$ cat config.mk
export PLATFORM = sky130hd
export DESIGN_NAME = xs_exchange
export DESIGN_NICKNAME = d
export VERILOG_FILES = /design/src/rtl/xs_pkg.sv /design/src/rtl/xs_decode.sv /design/src/rtl/xs_lowest.sv /design/src/rtl/xs_route.sv /design/src/rtl/xs_exchange.sv
export SDC_FILE = /design/constraint.sdc
export NUM_CORES = 1
export LEC_CHECK = 0
export BUFFER_PORTS_ARGS = -buffer_cell sky130_fd_sc_hd__clkbuf_2
export CORE_MARGIN = 1
export CORE_UTILIZATION = 34
export DETAILED_ROUTE_END_ITERATION = 8
export GPL_ROUTABILITY_DRIVEN = 0
export HOLD_SLACK_MARGIN = 0.08
export PLACE_DENSITY = 0.92
export SYNTH_ARGS = -nofsm -noshare
export SYNTH_HDL_FRONTEND = slang
export SYNTH_SLANG_ARGS = --single-unit
$ cat constraint.sdc
create_clock -name clk -period 2.6 [get_ports clk]
set_clock_uncertainty 0.05 [all_clocks]
set_input_delay 0.65 -clock clk [delete_from_list [all_inputs] [get_ports clk]]
set_output_delay 0.65 -clock clk [all_outputs]
set_load 0.01 [all_outputs]
$ cat src/rtl/xs_pkg.sv
// Shared constants for the exchange selector.
// Assumes the outgoing bundle order {start, pclk, stack, data} and the
// return bundle order {ready, cycle, err, need, row}.
package xs_pkg;
    localparam int UNIT_W    = 5;
    localparam int PUNCH_ID  = 10;
    localparam int OUT_W     = 4;
    localparam int OUT_START = 3;
    localparam int OUT_PCLK  = 2;
    localparam int OUT_STACK = 1;
    localparam int OUT_DATA  = 0;
endpackage

$ cat src/rtl/xs_decode.sv
// Unit-designate decoder: separates the punch from the reader that shares
// one code. Assumes the qualifier is meaningful only when valid is high.
module xs_decode #(
    parameter int CODE_W = 5,
    parameter int DEV_ID = 10
) (
    input  logic              valid,
    input  logic [CODE_W-1:0] code,
    input  logic              qual,
    output logic              punch_hit,
    output logic              reader_hit
);
    logic code_match;

    // Compare the code and split the two devices on the qualifier.
    always_comb begin
        code_match = valid && (code == CODE_W'(DEV_ID));
        punch_hit  = code_match && !qual;
        reader_hit = code_match && qual;
    end
endmodule

$ cat src/rtl/xs_lowest.sv
// Lowest-index-first selector: one-hot on the least significant set bit.
// Assumes the caller qualifies req beforehand.
module xs_lowest #(
    parameter int N = 4
) (
    input  logic [N-1:0] req,
    output logic [N-1:0] gnt,
    output logic         any
);
    // Walk upward and keep only the first request found.
    always_comb begin
        logic found;
        found = 1'b0;
        gnt   = '0;
        for (int i = 0; i < N; i++) begin
            if (req[i] && !found) begin
                gnt[i] = 1'b1;
                found  = 1'b1;
            end
        end
        any = found;
    end
endmodule

$ cat src/rtl/xs_route.sv
// Exchange matrix: ORs the enabled units' outgoing lines toward the
// peripheral and returns the peripheral's lines to the enabled unit only.
// Assumes at most one enable is set.
module xs_route #(
    parameter int N     = 4,
    parameter int OUT_W = 4,
    parameter int RET_W = 8
) (
    input  logic [N-1:0]       en,
    input  logic [N*OUT_W-1:0] u_out,
    output logic [OUT_W-1:0]   p_out,
    input  logic [RET_W-1:0]   p_ret,
    output logic [N*RET_W-1:0] u_ret
);
    // Common OR network over the gated per-unit outgoing bundles.
    always_comb begin
        p_out = '0;
        for (int i = 0; i < N; i++)
            p_out = p_out | (u_out[i*OUT_W +: OUT_W] & {OUT_W{en[i]}});
    end

    // Return path: only the enabled unit sees the peripheral.
    for (genvar g = 0; g < N; g++) begin : g_ret
        assign u_ret[g*RET_W +: RET_W] = en[g] ? p_ret : '0;
    end
endmodule

$ cat src/rtl/xs_exchange.sv
// Exchange selector for one shared punch and four I/O units. It picks the
// lowest free unit for new work, admits one requester at a time, refuses
// the others with a busy pulse, and routes lines for the owner.
// Assumes the owner raises io_done for at least one clock to release.
module xs_exchange #(
    parameter int N     = 4,
    parameter int ROW_W = 4
) (
    input  logic                         clk,
    input  logic                         rst_n,
    input  logic                         init_req,
    input  logic [N-1:0]                 io_free,
    output logic [N-1:0]                 init_sel,
    output logic                         init_none,
    input  logic [N-1:0]                 req_valid,
    input  logic [N*xs_pkg::UNIT_W-1:0]  req_code,
    input  logic [N-1:0]                 req_qual,
    input  logic [N-1:0]                 io_done,
    input  logic                         dev_avail,
    output logic [N-1:0]                 admit,
    output logic [N-1:0]                 refuse,
    output logic [N-1:0]                 owned,
    output logic [N-1:0]                 reader_req,
    input  logic [N-1:0]                 u_start,
    input  logic [N-1:0]                 u_pclk,
    input  logic [N-1:0]                 u_stack,
    input  logic [N-1:0]                 u_data,
    output logic                         pn_start,
    output logic                         pn_pclk,
    output logic                         pn_stack,
    output logic                         pn_data,
    input  logic                         pn_ready,
    input  logic                         pn_cycle,
    input  logic                         pn_err,
    input  logic                         pn_need,
    input  logic [ROW_W-1:0]             pn_row,
    output logic [N-1:0]                 u_ready,
    output logic [N-1:0]                 u_cycle,
    output logic [N-1:0]                 u_err,
    output logic [N-1:0]                 u_need,
    output logic [N*ROW_W-1:0]           u_row
);
    import xs_pkg::*;
    localparam int RET_W = ROW_W + 4;

    logic [N-1:0]       init_gnt;
    logic               init_any;
    logic [N-1:0]       punch_req;
    logic [N-1:0]       win;
    logic               win_any;
    logic               can_admit;
    logic [N-1:0]       grant;
    logic [N-1:0]       owner_q;
    logic [N-1:0]       admit_q;
    logic [N-1:0]       refuse_q;
    logic [N*OUT_W-1:0] out_bus;
    logic [OUT_W-1:0]   p_out;
    logic [RET_W-1:0]   p_ret;
    logic [N*RET_W-1:0] u_ret;

    // Initiation: lowest-numbered free unit.
    xs_lowest #(.N(N)) u_init (.req(io_free), .gnt(init_gnt), .any(init_any));

    // Qualify the initiation result with the request strobe.
    always_comb begin
        init_sel  = init_req ? init_gnt : '0;
        init_none = init_req && !init_any;
    end

    // Per-unit decode and bundle packing.
    for (genvar g = 0; g < N; g++) begin : g_unit
        xs_decode #(.CODE_W(UNIT_W), .DEV_ID(PUNCH_ID)) u_dec (
            .valid     (req_valid[g]),
            .code      (req_code[g*UNIT_W +: UNIT_W]),
            .qual      (req_qual[g]),
            .punch_hit (punch_req[g]),
            .reader_hit(reader_req[g])
        );
        assign out_bus[g*OUT_W + OUT_START] = u_start[g];
        assign out_bus[g*OUT_W + OUT_PCLK]  = u_pclk[g];
        assign out_bus[g*OUT_W + OUT_STACK] = u_stack[g];
        assign out_bus[g*OUT_W + OUT_DATA]  = u_data[g];
        assign u_ready[g] = u_ret[g*RET_W + ROW_W + 3];
        assign u_cycle[g] = u_ret[g*RET_W + ROW_W + 2];
        assign u_err[g]   = u_ret[g*RET_W + ROW_W + 1];
        assign u_need[g]  = u_ret[g*RET_W + ROW_W];
        assign u_row[g*ROW_W +: ROW_W] = u_ret[g*RET_W +: ROW_W];
    end

    // Admission arbitration among punch requesters.
    xs_lowest #(.N(N)) u_arb (.req(punch_req), .gnt(win), .any(win_any));

    // Admission is possible only with a free, present and ready punch.
    always_comb begin
        can_admit = (owner_q == '0) && dev_avail && pn_ready && win_any;
        grant     = can_admit ? win : '0;
    end

    // Ownership, admit and refuse registers.
    always_ff @(posedge clk) begin
        if (!rst_n) begin
            owner_q  <= '0;
            admit_q  <= '0;
            refuse_q <= '0;
        end else begin
            admit_q  <= grant;
            refuse_q <= punch_req & ~grant;
            if (owner_q == '0)
                owner_q <= grant;
            else if ((owner_q & io_done) != '0)
                owner_q <= '0;
        end
    end

    assign admit  = admit_q;
    assign refuse = refuse_q;
    assign owned  = owner_q;
    assign p_ret  = {pn_ready, pn_cycle, pn_err, pn_need, pn_row};

    // Exchange matrix.
    xs_route #(.N(N), .OUT_W(OUT_W), .RET_W(RET_W)) u_route (
        .en   (owner_q),
        .u_out(out_bus),
        .p_out(p_out),
        .p_ret(p_ret),
        .u_ret(u_ret)
    );

    assign pn_start = p_out[OUT_START];
    assign pn_pclk  = p_out[OUT_PCLK];
    assign pn_stack = p_out[OUT_STACK];
    assign pn_data  = p_out[OUT_DATA];
endmodule

==> results_dict.tcl, run 1 <==
set metrics [dict create \
    synthAdderAreaFrac_pct 0 \
    hold_viol 0 \
    grt_use_met1_pct 18.5 \
    clk_pin_slew_worst_paths_ns 0.06 \
    synthMuxAreaShare_pct 0 \
    vias_per_cell 4.86 \
    die_x_um 54.4 \
    hold_path_class "input pin to flip-flop" \
    cts_tree "built" \
    synth_top_cell_area_share_pct 25.7 \
    overflow 0 \
    grt_max_degree 18 \
    post_cts.repair.setup_buffers 0 \
    cts.path.max_buffers 2 \
    leakage_nw 0.892 \
    synth_most_common_cell "and2_1" \
    syn_area_per_cell_sq_um 8.41 \
    yosys.area.top_type "dfxtp_1" \
    dieHeight_um 54.4 \
    grt_first_pass_wirelength_um 4290 \
    synth-simple-area-share_pct 55.4 \
    crit_type "input pin to output port" \
    synth_compound_area_share_pct 14.1 \
    endpoint_kind "output port" \
    io_buffers 120 \
    postRouteAntennaNets 0 \
    area_growth_pct 66.0 \
    h-tree-depth 1 \
    grt_antenna_before_repair 0 \
    cts_hold_buf 0 \
    clock_latency_ns 0.26 \
    cts-root-buf "clkbuf_4" \
    fill_cells 243 \
    dr_total_vias 1245 \
    fmax_mhz 465 \
    seq_area_sq_um 240 \
    layout.cells.non_filler 256 \
    grt_pass1_vias 1036 \
    cts-buffers-inserted 3 \
    synth.distinct_cells 30 \
    min_period_over_period_pct 82.7 \
    synth_edf_count 0 \
    status "finished clean" \
    worstMarginPinSlew_ns 0.579 \
    dp_cells 253 \
    syn-num-nets 175 \
    coreArea_sq_mm 0.00254 \
    required_ns 1.90 \
    dp_hpwl_um 2580 \
    crit_path_max_fanout 2 \
    wl_per_cell_um 11.5 \
    synthArstFlopShare_pct 0 \
    nNetsFinal 292 \
    grt_most_used_layer "met2" \
    dr.first_iter.drc_count 14 \
    ys_warn_count 0 \
    cp.arrival_ns 1.45 \
    finalCriticalPeriod_ns 2.15 \
    rsz0062_at_grt "false" \
    synth_top_family_by_area "simple AND/OR/NAND/NOR gates" \
    slew-limit-headroom_pct 61.4 \
    routed_wl_um 2950 \
    grt_use_met3_pct 3.33 \
    grt.total_usage_pct 19.6 \
    synthCells 111 \
    synth_area_sq_um 933 \
    clock-sinks 12 \
    synth_top_flop_cell "dfxtp_1" \
    multiInputGateArea_sq_um 648 \
    ir_drop_mv 0.227 \
    drt-pass1-iter-count 4 \
    synth_xor_area_share_pct 0 \
    drc 0 \
    netlist_top_cells_count "and2_1, dfxtp_1, nand2_1" \
    seq_area_frac_synth_pct 25.7 \
    start_util_pct 36.7 \
    ys_top_cells_by_area "dfxtp_1, and2_1, a22oi_1" \
    met2_usage_pct 41.5 \
    fin_tns_setup_ns 0 \
    num_antenna_cells 0 \
    power_density_mw_per_mm2 236 \
    layout-drive-gt1-share_pct 57.5 \
    slew_violations 0 \
    setup_viol 0 \
    maxCapViolations 0 \
    ys_ff_latch 12 \
    rows 18 \
    start_kind "input pin" \
    pin_count 121 \
    die_area_sq_mm 0.00296 \
    post_cts_resized 0 \
]
[area by class of cell]
class	count	share of cell area (%)
multi-input combinational	91	41.8
timing repair buffer	120	38.8
sequential	12	15.5
tap	30	2.42
clock buffer	3	1.45
[worst max-delay path: stages]
cell and delay (ns):
clkbuf_2 0.08, nand4bb_1 0.18, nor3b_1 0.25, and2_1 0.16, clkbuf_2 0.12
[metrics by stage]
| stage | hold slack (ns) | setup slack (ns) | power [mW] | util, % | area (sq um) |
|---|---|---|---|---|---|
| 6_report | 0.654 | 0.449 | 0.366 | 60.9 | 1550 |
| 5_1_grt | 0.664 | 0.353 | 0.391 | 60.9 | 1550 |
| 4_1_cts | 0.649 | 0.449 | 0.371 | 60.9 | 1550 |
| 3_5_place_dp | 0.681 | 0.448 | 0.268 | 60.0 | 1530 |
| 3_3_place_gp | 0.675 | 0.501 | 0.265 | 60.0 | 1530 |
| 2_1_floorplan | 0.604 | 0.618 | 0.209 | - | 933 |
[where the power goes]
group          switching [mW]  total (mW)  internal [mW]
Clock                  0.0493       0.103         0.0533
Sequential           0.000341       0.184          0.184
Combinational          0.0319      0.0788         0.0469
Total                  0.0815       0.366          0.284
[layer usage]
| layer | up-vias | part of all wire, % |
|---|---|---|
| li1 | 627 | - |
| met1 | 546 | 34 |
| met2 | 72 | 57 |
| met3 | 0 | 9.6 |
| met4 | 0 | 0 |
| met5 | - | 0 |
[state kept, by name, summed over array words and instances (netlist names)]
| signal | cells |
|---|---|
| owned | 4 |
| refuse | 4 |
| admit | 4 |
[placed cells by master, fill, tap and decap left out, drive strengths merged]
master / count
clkbuf: 123
and2: 34
nand2: 12
dfxtp: 12
a22oi: 9
nor2: 4
nand4bb: 4
nor3b: 4
nor3: 3
nand3b: 3
nor2b: 2
nor4b: 2
nor4: 2
a2bb2o: 2
and3: 1
and3b: 1
and4bb: 1
and4b: 1
and4: 1
a21oi: 1
nand3: 1
a211oi: 1
a21o: 1
o2bb2ai: 1
[final timing paths]
path	from	to	slack, ns	depth (start not counted)
min	req_qual[3]	refuse[3]$_SDFF_PN0_	0.65	3
max	req_code[19]	reader_req[3]	0.45	5
max reg2reg	owned[1]$_SDFFE_PN0P_	owned[1]$_SDFFE_PN0P_	1.04	4
min reg2reg	owned[3]$_SDFFE_PN0P_	owned[3]$_SDFFE_PN0P_	0.69	1
[cells by family after synthesis]
family / Yosys count
compound gates: 15
simple gates: 76
flops: 12
buf+inv: 8
Note: power is estimated with default switching activity, not from simulation.
==> run 2, diff against run 1 <==
--- a/config.mk
+++ b/config.mk
@@ -7,11 +7,11 @@
 export LEC_CHECK = 0
 export BUFFER_PORTS_ARGS = -buffer_cell sky130_fd_sc_hd__clkbuf_2
 export CORE_MARGIN = 1
-export CORE_UTILIZATION = 34
+export CORE_UTILIZATION = 28
 export DETAILED_ROUTE_END_ITERATION = 8
 export GPL_ROUTABILITY_DRIVEN = 0
 export HOLD_SLACK_MARGIN = 0.08
-export PLACE_DENSITY = 0.92
+export PLACE_DENSITY = 0.81
 export SYNTH_ARGS = -nofsm -noshare
 export SYNTH_HDL_FRONTEND = slang
 export SYNTH_SLANG_ARGS = --single-unit
==> constraint.sdc (replaced) <==
create_clock -name clk -period 1.7 [get_ports clk]
set_clock_uncertainty 0.05 [all_clocks]
set_input_delay 0.425 -clock clk [delete_from_list [all_inputs] [get_ports clk]]
set_output_delay 0.425 -clock clk [all_outputs]
set_load 0.01 [all_outputs]
==> results_dict.tcl, run 2 (same netlist as run 1, synthesis figures left out) <==
set metrics [dict create \
    status "finished clean" \
    layout_setup_ws_ns 0.0747 \
    clock_latency_ns 0.27 \
    drt-pass1-iter-count 3 \
    endpoint_kind "output port" \
    grt_pass1_vias 1047 \
    start_util_pct 30.1 \
    layout.cells.non_filler 273 \
    met2_usage_pct 31.7 \
    dp_hpwl_um 2520 \
    cts-root-buf "clkbuf_4" \
    drc 0 \
    fill_cells 329 \
    dieHeight_um 59.7 \
    overflow 0 \
    clock-sinks 12 \
    slew_violations 0 \
    die_x_um 59.7 \
    rsz0062_at_grt "false" \
    rows 20 \
    grt_most_used_layer "met2" \
    dr_total_vias 1261 \
    finalCriticalPeriod_ns 1.63 \
    cts.path.max_buffers 2 \
    layout_commonest_cell "clkbuf_2" \
    area_growth_pct 73.2 \
    grt_use_met1_pct 16.4 \
    dp_cells 270 \
    start_kind "flip-flop" \
    power_density_mw_per_mm2 349 \
    h-tree-depth 1 \
    dpl_worst_slack_ns -0.0237 \
    pin_count 121 \
    crit_slowest_cell "dfxtp_4" \
    hold_path_class "input pin to flip-flop" \
    crit_type "flip-flop to output port" \
    clk_pin_slew_worst_paths_ns 0.07 \
    dr.first_iter.drc_count 34 \
    die_area_sq_mm 0.00357 \
    grt_first_pass_wirelength_um 4370 \
    slew-limit-headroom_pct 72.0 \
    hold_viol 0 \
    leakage_nw 0.914 \
    cts-buffers-inserted 3 \
    maxCapViolations 0 \
    cts_hold_buf 0 \
    crit_path_max_fanout 6 \
    grt_use_met3_pct 3.90 \
    ir_drop_mv 0.267 \
    path_cells "buf_4 > a22oi_2 > nand2_1 > clkbuf_2" \
    coreArea_sq_mm 0.00310 \
    required_ns 1.22 \
    fmax_mhz 615 \
    postRouteAntennaNets 0 \
    nNetsFinal 295 \
    min_period_over_period_pct 95.6 \
    vias_per_cell 4.62 \
    cts_tree "built" \
    wl_per_cell_um 11.0 \
    grt.total_usage_pct 16.1 \
    setup_viol 0 \
    io_buffers 120 \
    routed_wl_um 3000 \
    worstMarginPinSlew_ns 0.417 \
    layout_common_cells "clkbuf_2, and2_1, nand2_1" \
    layout-drive-gt1-share_pct 61.1 \
    grt_max_degree 18 \
    grt_antenna_before_repair 0 \
    cp.arrival_ns 1.15 \
    num_antenna_cells 0 \
    critPathMaxStageDelay_ns 0.37 \
]
-- run 2: cell type report --
cell class	instances	area, sq um	share of cell area (%)
Timing Repair Buffer	123	623	38.5
Tap cell	44	55.1	3.41
Multi-Input combinational cell	91	663	41.0
Sequential cell	12	253	15.6
Clock buffer	3	22.5	1.39
-- run 2: through the flow --
stage	total power [mW]	TNS [ns]	hold WS [ns]	utilization, %	area (sq um)
3_3_place_gp	0.404	0	0.571	50.5	1570
4_1_cts	0.576	0	0.414	51.5	1600
6_report	0.564	0	0.422	52.1	1620
3_5_place_dp	0.408	-0.0237	0.574	50.5	1570
2_1_floorplan	0.319	0	0.525	-	933
5_1_grt	0.590	0	0.437	52.1	1620
-- run 2: worst max-delay path: cells and delay by family, from the launching register on --
kind / cells / cell delay [ns]
AND/OR/NAND/NOR: 1 / 0.08
AO/OA/AOI/OAI: 1 / 0.15
buffers and inverters: 2 / 0.29
flip-flops: 1 / 0.37
-- run 2: final timing paths --
kind	slack (ns)	cells past startpoint	from	to
worst min register to register	0.47	1	owned[2]$_SDFFE_PN0P_	owned[2]$_SDFFE_PN0P_
worst min-delay path	0.42	2	rst_n	refuse[0]$_SDFF_PN0_
worst max register to register	0.26	3	owned[3]$_SDFFE_PN0P_	refuse[3]$_SDFF_PN0_
worst max-delay path	0.07	4	owned[2]$_SDFFE_PN0P_	pn_start
-- run 2: metal layers --
layer	vias to the layer above	part of all wire (%)
met3	7	6.7
li1	631	-
met4	0	1.3
met1	569	38
met2	54	54
met5	-	0
-- run 2: where the power goes --
group | total (mW) | leakage [nW] | internal (mW) | switching [mW]
Clock | 0.167 | 0.0138 | 0.0820 | 0.0848
Combinational | 0.120 | 0.801 | 0.0723 | 0.0478
Sequential | 0.277 | 0.0996 | 0.277 | 0.000511
Total | 0.564 | 0.914 | 0.431 | 0.133
-- run 2: repair_timing --
action / in CTS / in global routing
setup buffers: 0 / 0
cloned: 0 / 0
gates resized for setup: 4 / 6
pin swaps: 0 / 1
setup endpoints to repair: 30 / 8
==> run 3, diff against run 2 <==
==> constraint.sdc (replaced) <==
create_clock -name clk -period 1.4 [get_ports clk]
set_clock_uncertainty 0.05 [all_clocks]
set_input_delay 0.35 -clock clk [delete_from_list [all_inputs] [get_ports clk]]
set_output_delay 0.35 -clock clk [all_outputs]
set_load 0.01 [all_outputs]
==> results_dict.tcl, run 3 (same netlist as run 1, synthesis figures left out) <==
set metrics [dict create \
    status "finished with violations" \
    violations "setup timing" \
    grt.total_usage_pct 19.7 \
    grt_max_degree 9 \
    coreArea_sq_mm 0.00310 \
    crit_slowest_cell "dfxtp_4" \
    place_area_sq_mm 0.00166 \
    hold_path_class "input pin to flip-flop" \
    dieHeight_um 59.7 \
    wl_per_cell_um 13.4 \
    hold_viol 0 \
    dr_wl_met3_um 235 \
    dpl_worst_slack_ns -0.154 \
    cp.arrival_ns 1.12 \
    fmax_mhz 657 \
    nNetsFinal 318 \
    pin_count 121 \
    maxCapViolations 0 \
    required_ns 1.00 \
    cts_hold_buf 0 \
    dp_cells 282 \
    clock_latency_ns 0.27 \
    wl_met2_um 2270 \
    endpoint_kind "output port" \
    layout-drive-gt1-share_pct 79.8 \
    min_period_over_period_pct 109 \
    finish.utilization_pct 68.7 \
    rr_worst_depth 5 \
    crit_type "flip-flop to output port" \
    top_layer "met4" \
    critPathMaxStageDelay_ns 0.37 \
    num_antenna_cells 0 \
    holdCritStartpoint "req_qual[3]" \
    start_kind "flip-flop" \
    wl_met1_um 1390 \
    post-route-cell-area_sq_mm 0.00213 \
    cp_top_family "flip-flops" \
    worstMarginPinSlew_ns 0.375 \
    slew_violations 0 \
    path_cells "buf_6 > a22oi_2 > nand2_1 > clkbuf_2" \
    power_density_mw_per_mm2 342 \
    setup_viol 33 \
    layout_setup_ws_ns -0.122 \
    holdPathStages 3 \
    layout_common_cells "clkbuf_2, buf_6, and2_4" \
    start_util_pct 30.1 \
    cts-root-buf "clkbuf_4" \
    layout_commonest_cell "clkbuf_2" \
    area_growth_pct 128 \
    drc 0 \
    rrSetupSlack_ns -0.09 \
    dp_hpwl_um 2710 \
    clock-sinks 12 \
    dr_total_vias 1417 \
    die_area_sq_mm 0.00357 \
    vias_per_cell 4.79 \
    rsz0062_at_grt "true" \
    die_x_um 59.7 \
    dr.first_iter.drc_count 11 \
    holdPathEnd "refuse[3]$_SDFF_PN0_" \
    finalCriticalPeriod_ns 1.52 \
    overflow 0 \
    clk_pin_slew_worst_paths_ns 0.07 \
    io_buffers 120 \
    slew-limit-headroom_pct 74.9 \
    drt-pass1-iter-count 4 \
    rows 20 \
    grt_pass1_vias 1176 \
    grt_first_pass_wirelength_um 5170 \
    ir_drop_mv 0.458 \
    routed_wl_um 3980 \
    cts-buffers-inserted 3 \
    crit-reg2reg-launch "owned[1]$_SDFFE_PN0P_" \
    cts.path.max_buffers 2 \
    cp.buffers_inverters 2 \
    crit_path_max_fanout 5 \
    h-tree-depth 1 \
    cts_tree "built" \
    grt_antenna_before_repair 0 \
    r2r-end "owned[1]$_SDFFE_PN0P_" \
    fin_tns_setup_ns -1.23 \
    postRouteAntennaNets 0 \
    layout.cells.non_filler 296 \
    leakage_nw 1.13 \
]
-- run 3: final cells by class --
class / count / area, sq um
fillers: 262 / 972
multi-input cells: 91 / 811
clock buffers: 3 / 22.5
flip-flops and latches: 12 / 253
well taps: 44 / 55.1
repair buffers: 146 / 990
-- run 3: worst max path at each step --
stage / from / to / slack [ns] / cells after the start
after global placement: req_code[12] / refuse[3]$_SDFF_PN0_ / -0.12 / 6
after CTS: owned[1]$_SDFFE_PN0P_ / pn_pclk / -0.12 / 4
after global routing: owned[0]$_SDFFE_PN0P_ / pn_start / -0.19 / 4
final: owned[0]$_SDFFE_PN0P_ / pn_start / -0.12 / 4
after detailed placement: req_code[19] / reader_req[3] / -0.15 / 5
after floorplan: req_code[19] / reader_req[3] / 0.02 / 4
-- run 3: stage by stage --
stage	hold WS, ns	total power, mW
after floorplan	0.450	0.388
after global placement	0.530	0.500
after detailed placement	0.532	0.506
after CTS	0.338	0.724
after global routing	0.342	0.778
final	0.342	0.729
-- run 3: power breakdown --
part / switching, mW / leakage [nW] / internal, mW
Combinational: 0.0779 / 1.02 / 0.109
Sequential: 0.000294 / 0.0996 / 0.336
Clock: 0.107 / 0.0138 / 0.0997
Total: 0.185 / 1.13 / 0.544
-- run 3: worst min-delay path, stage by stage --
cell      delay, ns
clkbuf_2       0.08
nand3b_1       0.14
nor2b_1        0.06
-- run 3: layer usage --
layer,vias to the layer above,GRT usage (%)
met3,9,5.41
met2,58,35.1
met1,675,21.9
met4,0,7.64
li1,675,-
met5,-,0
-- run 3: repair_timing --
action                     4_1_cts  5_1_grt
resized for setup               31       86
buffers inserted                 7        3
setup endpoints to repair       43       48
cloned                           1        0
pin swaps                       10       10
